`src/rtl/pio_pkg.sv`:
```
package pio_pkg;
  localparam int PIO_W      = 8;
  localparam int PIO_NIB    = PIO_W / 2;
  localparam int PIO_PORTS  = 3;
  localparam int PIO_GRP_W  = PIO_PORTS * PIO_W;
  localparam int PIO_GROUPS = 2;
  localparam int PIO_PINS   = PIO_GROUPS * PIO_GRP_W;

  // control word bit positions
  localparam int CB_MODE  = 7;
  localparam int CB_A_IN  = 4;
  localparam int CB_CH_IN = 3;
  localparam int CB_B_IN  = 1;
  localparam int CB_CL_IN = 0;

  localparam logic [PIO_W-1:0] CTRL_RESET = 8'h9B;

  typedef enum logic [1:0] {
    OFF_A   = 2'd0,
    OFF_B   = 2'd1,
    OFF_C   = 2'd2,
    OFF_CTL = 2'd3
  } pio_off_e;
endpackage

```
`src/rtl/pio_dir_decode.sv`:
```
module pio_dir_decode
  import pio_pkg::*;
(
  input  logic [PIO_W-1:0]     ctl,
  output logic [PIO_GRP_W-1:0] oe
);
  always_comb begin
    oe[PIO_W-1:0]                = {PIO_W{~ctl[CB_A_IN]}};
    oe[2*PIO_W-1:PIO_W]          = {PIO_W{~ctl[CB_B_IN]}};
    oe[2*PIO_W+PIO_NIB-1:2*PIO_W] = {PIO_NIB{~ctl[CB_CL_IN]}};
    oe[PIO_GRP_W-1:2*PIO_W+PIO_NIB] = {PIO_NIB{~ctl[CB_CH_IN]}};
  end
endmodule

```
`src/rtl/pio_group.sv`:
```
module pio_group
  import pio_pkg::*;
(
  input  logic                 clk,
  input  logic                 rst_n,
  input  logic                 wr_en,
  input  logic [1:0]           wr_off,
  input  logic [PIO_W-1:0]     wr_data,
  input  logic [1:0]           rd_off,
  input  logic [PIO_GRP_W-1:0] pin_in,
  output logic [PIO_GRP_W-1:0] lat_out,
  output logic [PIO_GRP_W-1:0] oe_out,
  output logic [PIO_W-1:0]     rd_val
);
  localparam int SEL_W = $clog2(PIO_W);

  logic [PIO_W-1:0]                  ctl_q, ctl_d;
  logic                              ctl_en;
  logic [PIO_PORTS-1:0][PIO_W-1:0]   lat_q, lat_d;
  logic                              lat_en;
  logic [PIO_PORTS-1:0][PIO_W-1:0]   oe_v, pin_v;

  always_comb begin
    ctl_d  = wr_data;
    ctl_en = wr_en && (wr_off == OFF_CTL) && wr_data[CB_MODE];
    lat_d  = lat_q;
    lat_en = wr_en;
    case (wr_off)
      OFF_A:   lat_d[0] = wr_data;
      OFF_B:   lat_d[1] = wr_data;
      OFF_C:   lat_d[2] = wr_data;
      default: begin
        if (wr_data[CB_MODE]) lat_d = '0;
        else lat_d[2][wr_data[SEL_W:1]] = wr_data[0];
      end
    endcase
  end

  always_ff @(posedge clk or negedge rst_n) begin
    if (!rst_n)      ctl_q <= CTRL_RESET;
    else if (ctl_en) ctl_q <= ctl_d;
  end

  always_ff @(posedge clk or negedge rst_n) begin
    if (!rst_n)      lat_q <= '0;
    else if (lat_en) lat_q <= lat_d;
  end

  pio_dir_decode u_dec (.ctl(ctl_q), .oe(oe_v));

  assign pin_v   = pin_in;
  assign lat_out = lat_q;
  assign oe_out  = oe_v;

  always_comb begin
    case (rd_off)
      OFF_A:   rd_val = (lat_q[0] & oe_v[0]) | (pin_v[0] & ~oe_v[0]);
      OFF_B:   rd_val = (lat_q[1] & oe_v[1]) | (pin_v[1] & ~oe_v[1]);
      OFF_C:   rd_val = (lat_q[2] & oe_v[2]) | (pin_v[2] & ~oe_v[2]);
      default: rd_val = ctl_q;
    endcase
  end
endmodule

```
`src/rtl/pio_read_reg.sv`:
```
module pio_read_reg
  import pio_pkg::*;
(
  input  logic             clk,
  input  logic             rst_n,
  input  logic             cap_en,
  input  logic [PIO_W-1:0] cap_d,
  output logic [PIO_W-1:0] cap_q
);
  logic [PIO_W-1:0] q_r;

  always_ff @(posedge clk or negedge rst_n) begin
    if (!rst_n)      q_r <= '0;
    else if (cap_en) q_r <= cap_d;
  end

  assign cap_q = q_r;
endmodule

```
`src/rtl/pio_dual.sv`:
```
module pio_dual
  import pio_pkg::*;
(
  input  logic                clk,
  input  logic                rst_n,
  input  logic [2:0]          bus_addr,
  input  logic                bus_wr,
  input  logic                bus_rd,
  input  logic [PIO_W-1:0]    bus_wdata,
  output logic [PIO_W-1:0]    bus_rdata,
  input  logic [PIO_PINS-1:0] pin_in,
  output logic [PIO_PINS-1:0] pin_out,
  output logic [PIO_PINS-1:0] pin_oe
);
  logic [PIO_GROUPS-1:0][PIO_W-1:0] grp_rd;
  logic [PIO_W-1:0]                 rd_sel;

  for (genvar g = 0; g < PIO_GROUPS; g++) begin : g_grp
    pio_group u_grp (
      .clk     (clk),
      .rst_n   (rst_n),
      .wr_en   (bus_wr && (bus_addr[2] == g[0])),
      .wr_off  (bus_addr[1:0]),
      .wr_data (bus_wdata),
      .rd_off  (bus_addr[1:0]),
      .pin_in  (pin_in[g*PIO_GRP_W +: PIO_GRP_W]),
      .lat_out (pin_out[g*PIO_GRP_W +: PIO_GRP_W]),
      .oe_out  (pin_oe[g*PIO_GRP_W +: PIO_GRP_W]),
      .rd_val  (grp_rd[g])
    );
  end

  assign rd_sel = grp_rd[bus_addr[2]];

  pio_read_reg u_rd (
    .clk    (clk),
    .rst_n  (rst_n),
    .cap_en (bus_rd),
    .cap_d  (rd_sel),
    .cap_q  (bus_rdata)
  );
endmodule

```
`config.mk`:
```
export PLATFORM = sky130hd
export DESIGN_NAME = pio_dual
export DESIGN_NICKNAME = d
export VERILOG_FILES = /design/src/rtl/pio_pkg.sv /design/src/rtl/pio_dir_decode.sv /design/src/rtl/pio_group.sv /design/src/rtl/pio_read_reg.sv /design/src/rtl/pio_dual.sv
export SDC_FILE = /design/constraint.sdc
export NUM_CORES = 1
export LEC_CHECK = 0
export ABC_AREA = 1
export BUFFER_PORTS_ARGS = -buffer_cell sky130_fd_sc_hd__buf_2
export CAP_MARGIN = 20
export CORE_ASPECT_RATIO = 0.6
export CORE_MARGIN = 2
export CORE_UTILIZATION = 35
export CTS_CLUSTER_DIAMETER = 80
export DETAILED_ROUTE_END_ITERATION = 10
export GPL_ROUTABILITY_DRIVEN = 0
export HOLD_SLACK_MARGIN = 0.08
export PLACE_DENSITY_LB_ADDON = 0.15
export SLEW_MARGIN = 20
export SYNTH_ARGS = -nofsm -noshare
export SYNTH_HDL_FRONTEND = slang
export SYNTH_SLANG_ARGS = --single-unit
```
`constraint.sdc`:
```
create_clock -name clk -period 4.1 [get_ports clk]
set_input_delay 0.41 -clock clk [delete_from_list [all_inputs] [get_ports clk]]
set_output_delay 0.41 -clock clk [all_outputs]
set_load 0.01 [all_outputs]
```
==> reports/results.md <==
### Outcome
- **run status** finished clean

### STA
- **Slew HR** 28.5%
- **post-route worst hold slack** 64.0 ps
- **final-report hold violation count** 0
- **worst clock skew on the final layout** 6.42 ps
- **PnR worst setup slack** 2110 ps
- **maximum clock rate** 504 MHz
- **Max Slew Vio Count** 0
- **final cycle utilization of the critical path** 48.4%
- **Setup Total Neg Slack** 0 ps
- **count of endpoints failing setup in the final report** 0
- **Worst Tran Pin Value** 1070 ps
- **unrepaired setup endpoints after global routing** no
- **Final min period** 1990 ps

### Clock network
- **total clock sinks** 72
- **H-tree level count** 3
- **clock tree from TritonCTS** yes
- **number of hold-repair buffers added at the cts stage** 0
- **buffers inserted by post-CTS timing repair** 0
- **clock tree root driver cell** sky130_fd_sc_hd__clkbuf_16
- **clock-pin slew of the registers on the worst-case setup and hold paths** 50 ps
- **worst-skew pair later-pin latency** 340 ps
- **Resized Gates After CTS** 0
- **largest buffer count on any clock path** 2
- **TritonCTS Buffers** 9

### Synthesis
- **share of the yosys chip area belonging to registers** 36.9%
- **post-synthesis async set-or-reset flop share** 100%
- **most common cell in the synthesized netlist** sky130_fd_sc_hd__nand2_1
- **Primary FF master, synth** sky130_fd_sc_hd__dfrtp_1
- **Post-synth EDFFs** 0
- **Syn Area/Cell** 6.94 um2
- **#FFs+latches synth** 72
- **area share of the largest cell type after synthesis** 31.6%
- **Synth Net Count** 776
- **mapped cell area** 4910 um2
- **Gate Count Post-Synth** 708
- **Cell variety after synth** 28
- **Post-synth top cells** sky130_fd_sc_hd__nand2_1, sky130_fd_sc_hd__inv_1, sky130_fd_sc_hd__dfrtp_1
- **cell types with the largest area share after synthesis** sky130_fd_sc_hd__dfrtp_1, sky130_fd_sc_hd__nand2_1, sky130_fd_sc_hd__inv_1, sky130_fd_sc_hd__buf_4, sky130_fd_sc_hd__dfstp_2
- **count of warnings emitted by yosys** 0
- **cell taking the most area after synthesis** sky130_fd_sc_hd__dfrtp_1

### Placement
- **HPWL after DPL** 12,600 um
- **pre-CTS setup slack** 1760 ps
- **Port-buffer cells** 166
- **dpl cells** 997
- **Post-Place Cell Area** 5450 um2

### Floorplan
- **core box area** 13,700 um2
- **floorplan row count** 33
- **area of the die** 15,000 um2
- **die extent in y** 95.8 um
- **Horiz. Die Dim** 157 um
- **count of pins on the block boundary** 167
- **Starting Density** 36.0%

### Cells and area
- **proportion of layout cells with a drive suffix above 1** 29.0%
- **fraction of the core area covered by cells at the end of the flow** 42.1%
- **nets@finish** 884
- **number of inserted diodes** 0
- **filler instances** 1,489
- **fin area** 5760 um2
- **area growth from synthesis to layout** 17.2%
- **count of non-filler cells in the finished layout** 1,013

### Detailed routing
- **initial DRC count** 431
- **DR WL met2** 6610 um
- **drt wl/cell** 16.3 um
- **antenna-violating nets left** 0
- **highest routing layer actually used** met4
- **Via Count** 4,765
- **met3 WL** 1380 um
- **drt via density** 4.70
- **M1 wire length** 8300 um
- **Post-Route WL** 16,500 um
- **number of DRC violations after detailed routing** 0
- **length of the first detailed-routing pass in iterations** 5

### Setup path
- **most common cell type on the critical path** sky130_fd_sc_hd__nand2_1
- **crit path max fanout** 23
- **required time at the worst-slack endpoint** 4380 ps
- **CP max stage delay** 860 ps
- **Worst path slowest cell** sky130_fd_sc_hd__ha_1
- **kind of launch point of the worst setup path** primary input
- **critical path arrival** 2260 ps
- **sequence of cells on the critical path** buf_2, inv_1, ha_1, o21ai_0, nand2_1, nand2_1, nand2_1, nand2_1, nand2_1, nand2_1, nand2_1
- **critical path start-end classification** primary input to flop
- **endpoint type of the worst setup path** flop

### Power
- **IR drop worst, VDD** 178 uV
- **post-layout power** 2.61 mW
- **Static Leak** 3.27 nW
- **PD cells** 453 nW/um2

### Global route
- **Total Routing Usage GR** 22.1%
- **antenna violations before repair** 0
- **largest net degree at the start of global routing** 50
- **total congestion overflow after global routing** 0
- **global-route wire length before repair** 24,600 um
- **vias in the first global route** 4,385

### Min path
- **worst min path class** primary input to async pin

### Run
- **max-capacitance violation count** 0

## sequential cells by signal (all words and copies together) (netlist names)
| signal | cells |
|---|---|
| g_grp.u_grp.ctl_q | 16 |
| g_grp.u_grp.lat_out | 48 |
| u_rd.cap_q | 8 |
## layer usage
layer	vias to the layer above	GRT usage, %
li1	2362	-
met1	2204	33.3
met2	185	30.7
met3	14	6.48
met4	0	5.28
met5	-	0
## worst max-delay path, delay by kind of cell
kind	cells	cell delay, ps
simple gates	7	520
buf+inv	2	210
fa+ha+maj	1	860
compound gates	1	260
## power by group
group / leakage [nW] / switching (mW) / internal (mW)
Clock: 0.150 / 0.310 / 0.503
Sequential: 0.898 / 0.114 / 0.842
Combinational: 2.22 / 0.536 / 0.300
Total: 3.27 / 0.960 / 1.64
## area by class of cell
type / count / area (um2) / share of cell area, %
Multi-Input combinational cell: 446 / 2100 / 36.5
Sequential cell: 72 / 1810 / 31.5
Timing Repair Buffer: 168 / 846 / 14.7
Inverter: 119 / 454 / 7.89
Clock buffer: 13 / 260 / 4.52
Tap cell: 192 / 240 / 4.17
Clock inverter: 3 / 40.0 / 0.696
## cell families (layout without fill, tap and decap cells)
kind of cell,count (synthesis),in the layout,share of synthesized area [%]
AO/OA/AOI/OAI,110,110,12.7
adder cells (fa/ha/maj),5,5,1.27
buffers and inverters,190,303,20.3
flip-flops,72,72,36.9
AND/OR/NAND/NOR,331,331,28.7
## cell usage in the layout, fill, tap and decap left out, drive strengths merged
cell | Yosys | layout
nand2 | 249 | 249
buf | 69 | 168
inv | 119 | 119
o21ai | 66 | 66
dfrtp | 62 | 62
nand3 | 52 | 52
a21oi | 33 | 33
nor2 | 23 | 23
clkbuf | 2 | 13
dfstp | 10 | 10
a31oi | 8 | 8
ha | 5 | 5
nor3 | 4 | 4
o22ai | 3 | 3
or2 | 3 | 3
clkinv | 0 | 2
bufinv | 0 | 1
## path summary, 6_finish.rpt
check | start | endpoint | slack (ps) | depth (start not counted)
min in group clk | bus_wdata[5] | g_grp[1].u_grp.ctl_q[5]$_DFFE_PN0P_ | 360 | 3
hold / removal | rst_n | u_rd.cap_q[5]$_DFFE_PN0P_ | 60 | 1
setup reg to reg | g_grp[1].u_grp.ctl_q[4]$_DFFE_PN1P_ | u_rd.cap_q[5]$_DFFE_PN0P_ | 2420 | 8
hold reg to reg | g_grp[0].u_grp.ctl_q[7]$_DFFE_PN1P_ | g_grp[0].u_grp.ctl_q[7]$_DFFE_PN1P_ | 470 | 2
max in group asynchronous | rst_n | g_grp[1].u_grp.lat_out[8]$_DFFE_PN0P_ | 2960 | 2
setup / recovery | bus_addr[0] | u_rd.cap_q[0]$_DFFE_PN0P_ | 2110 | 11
No activity file was read; power rests on OpenSTA's default activity.
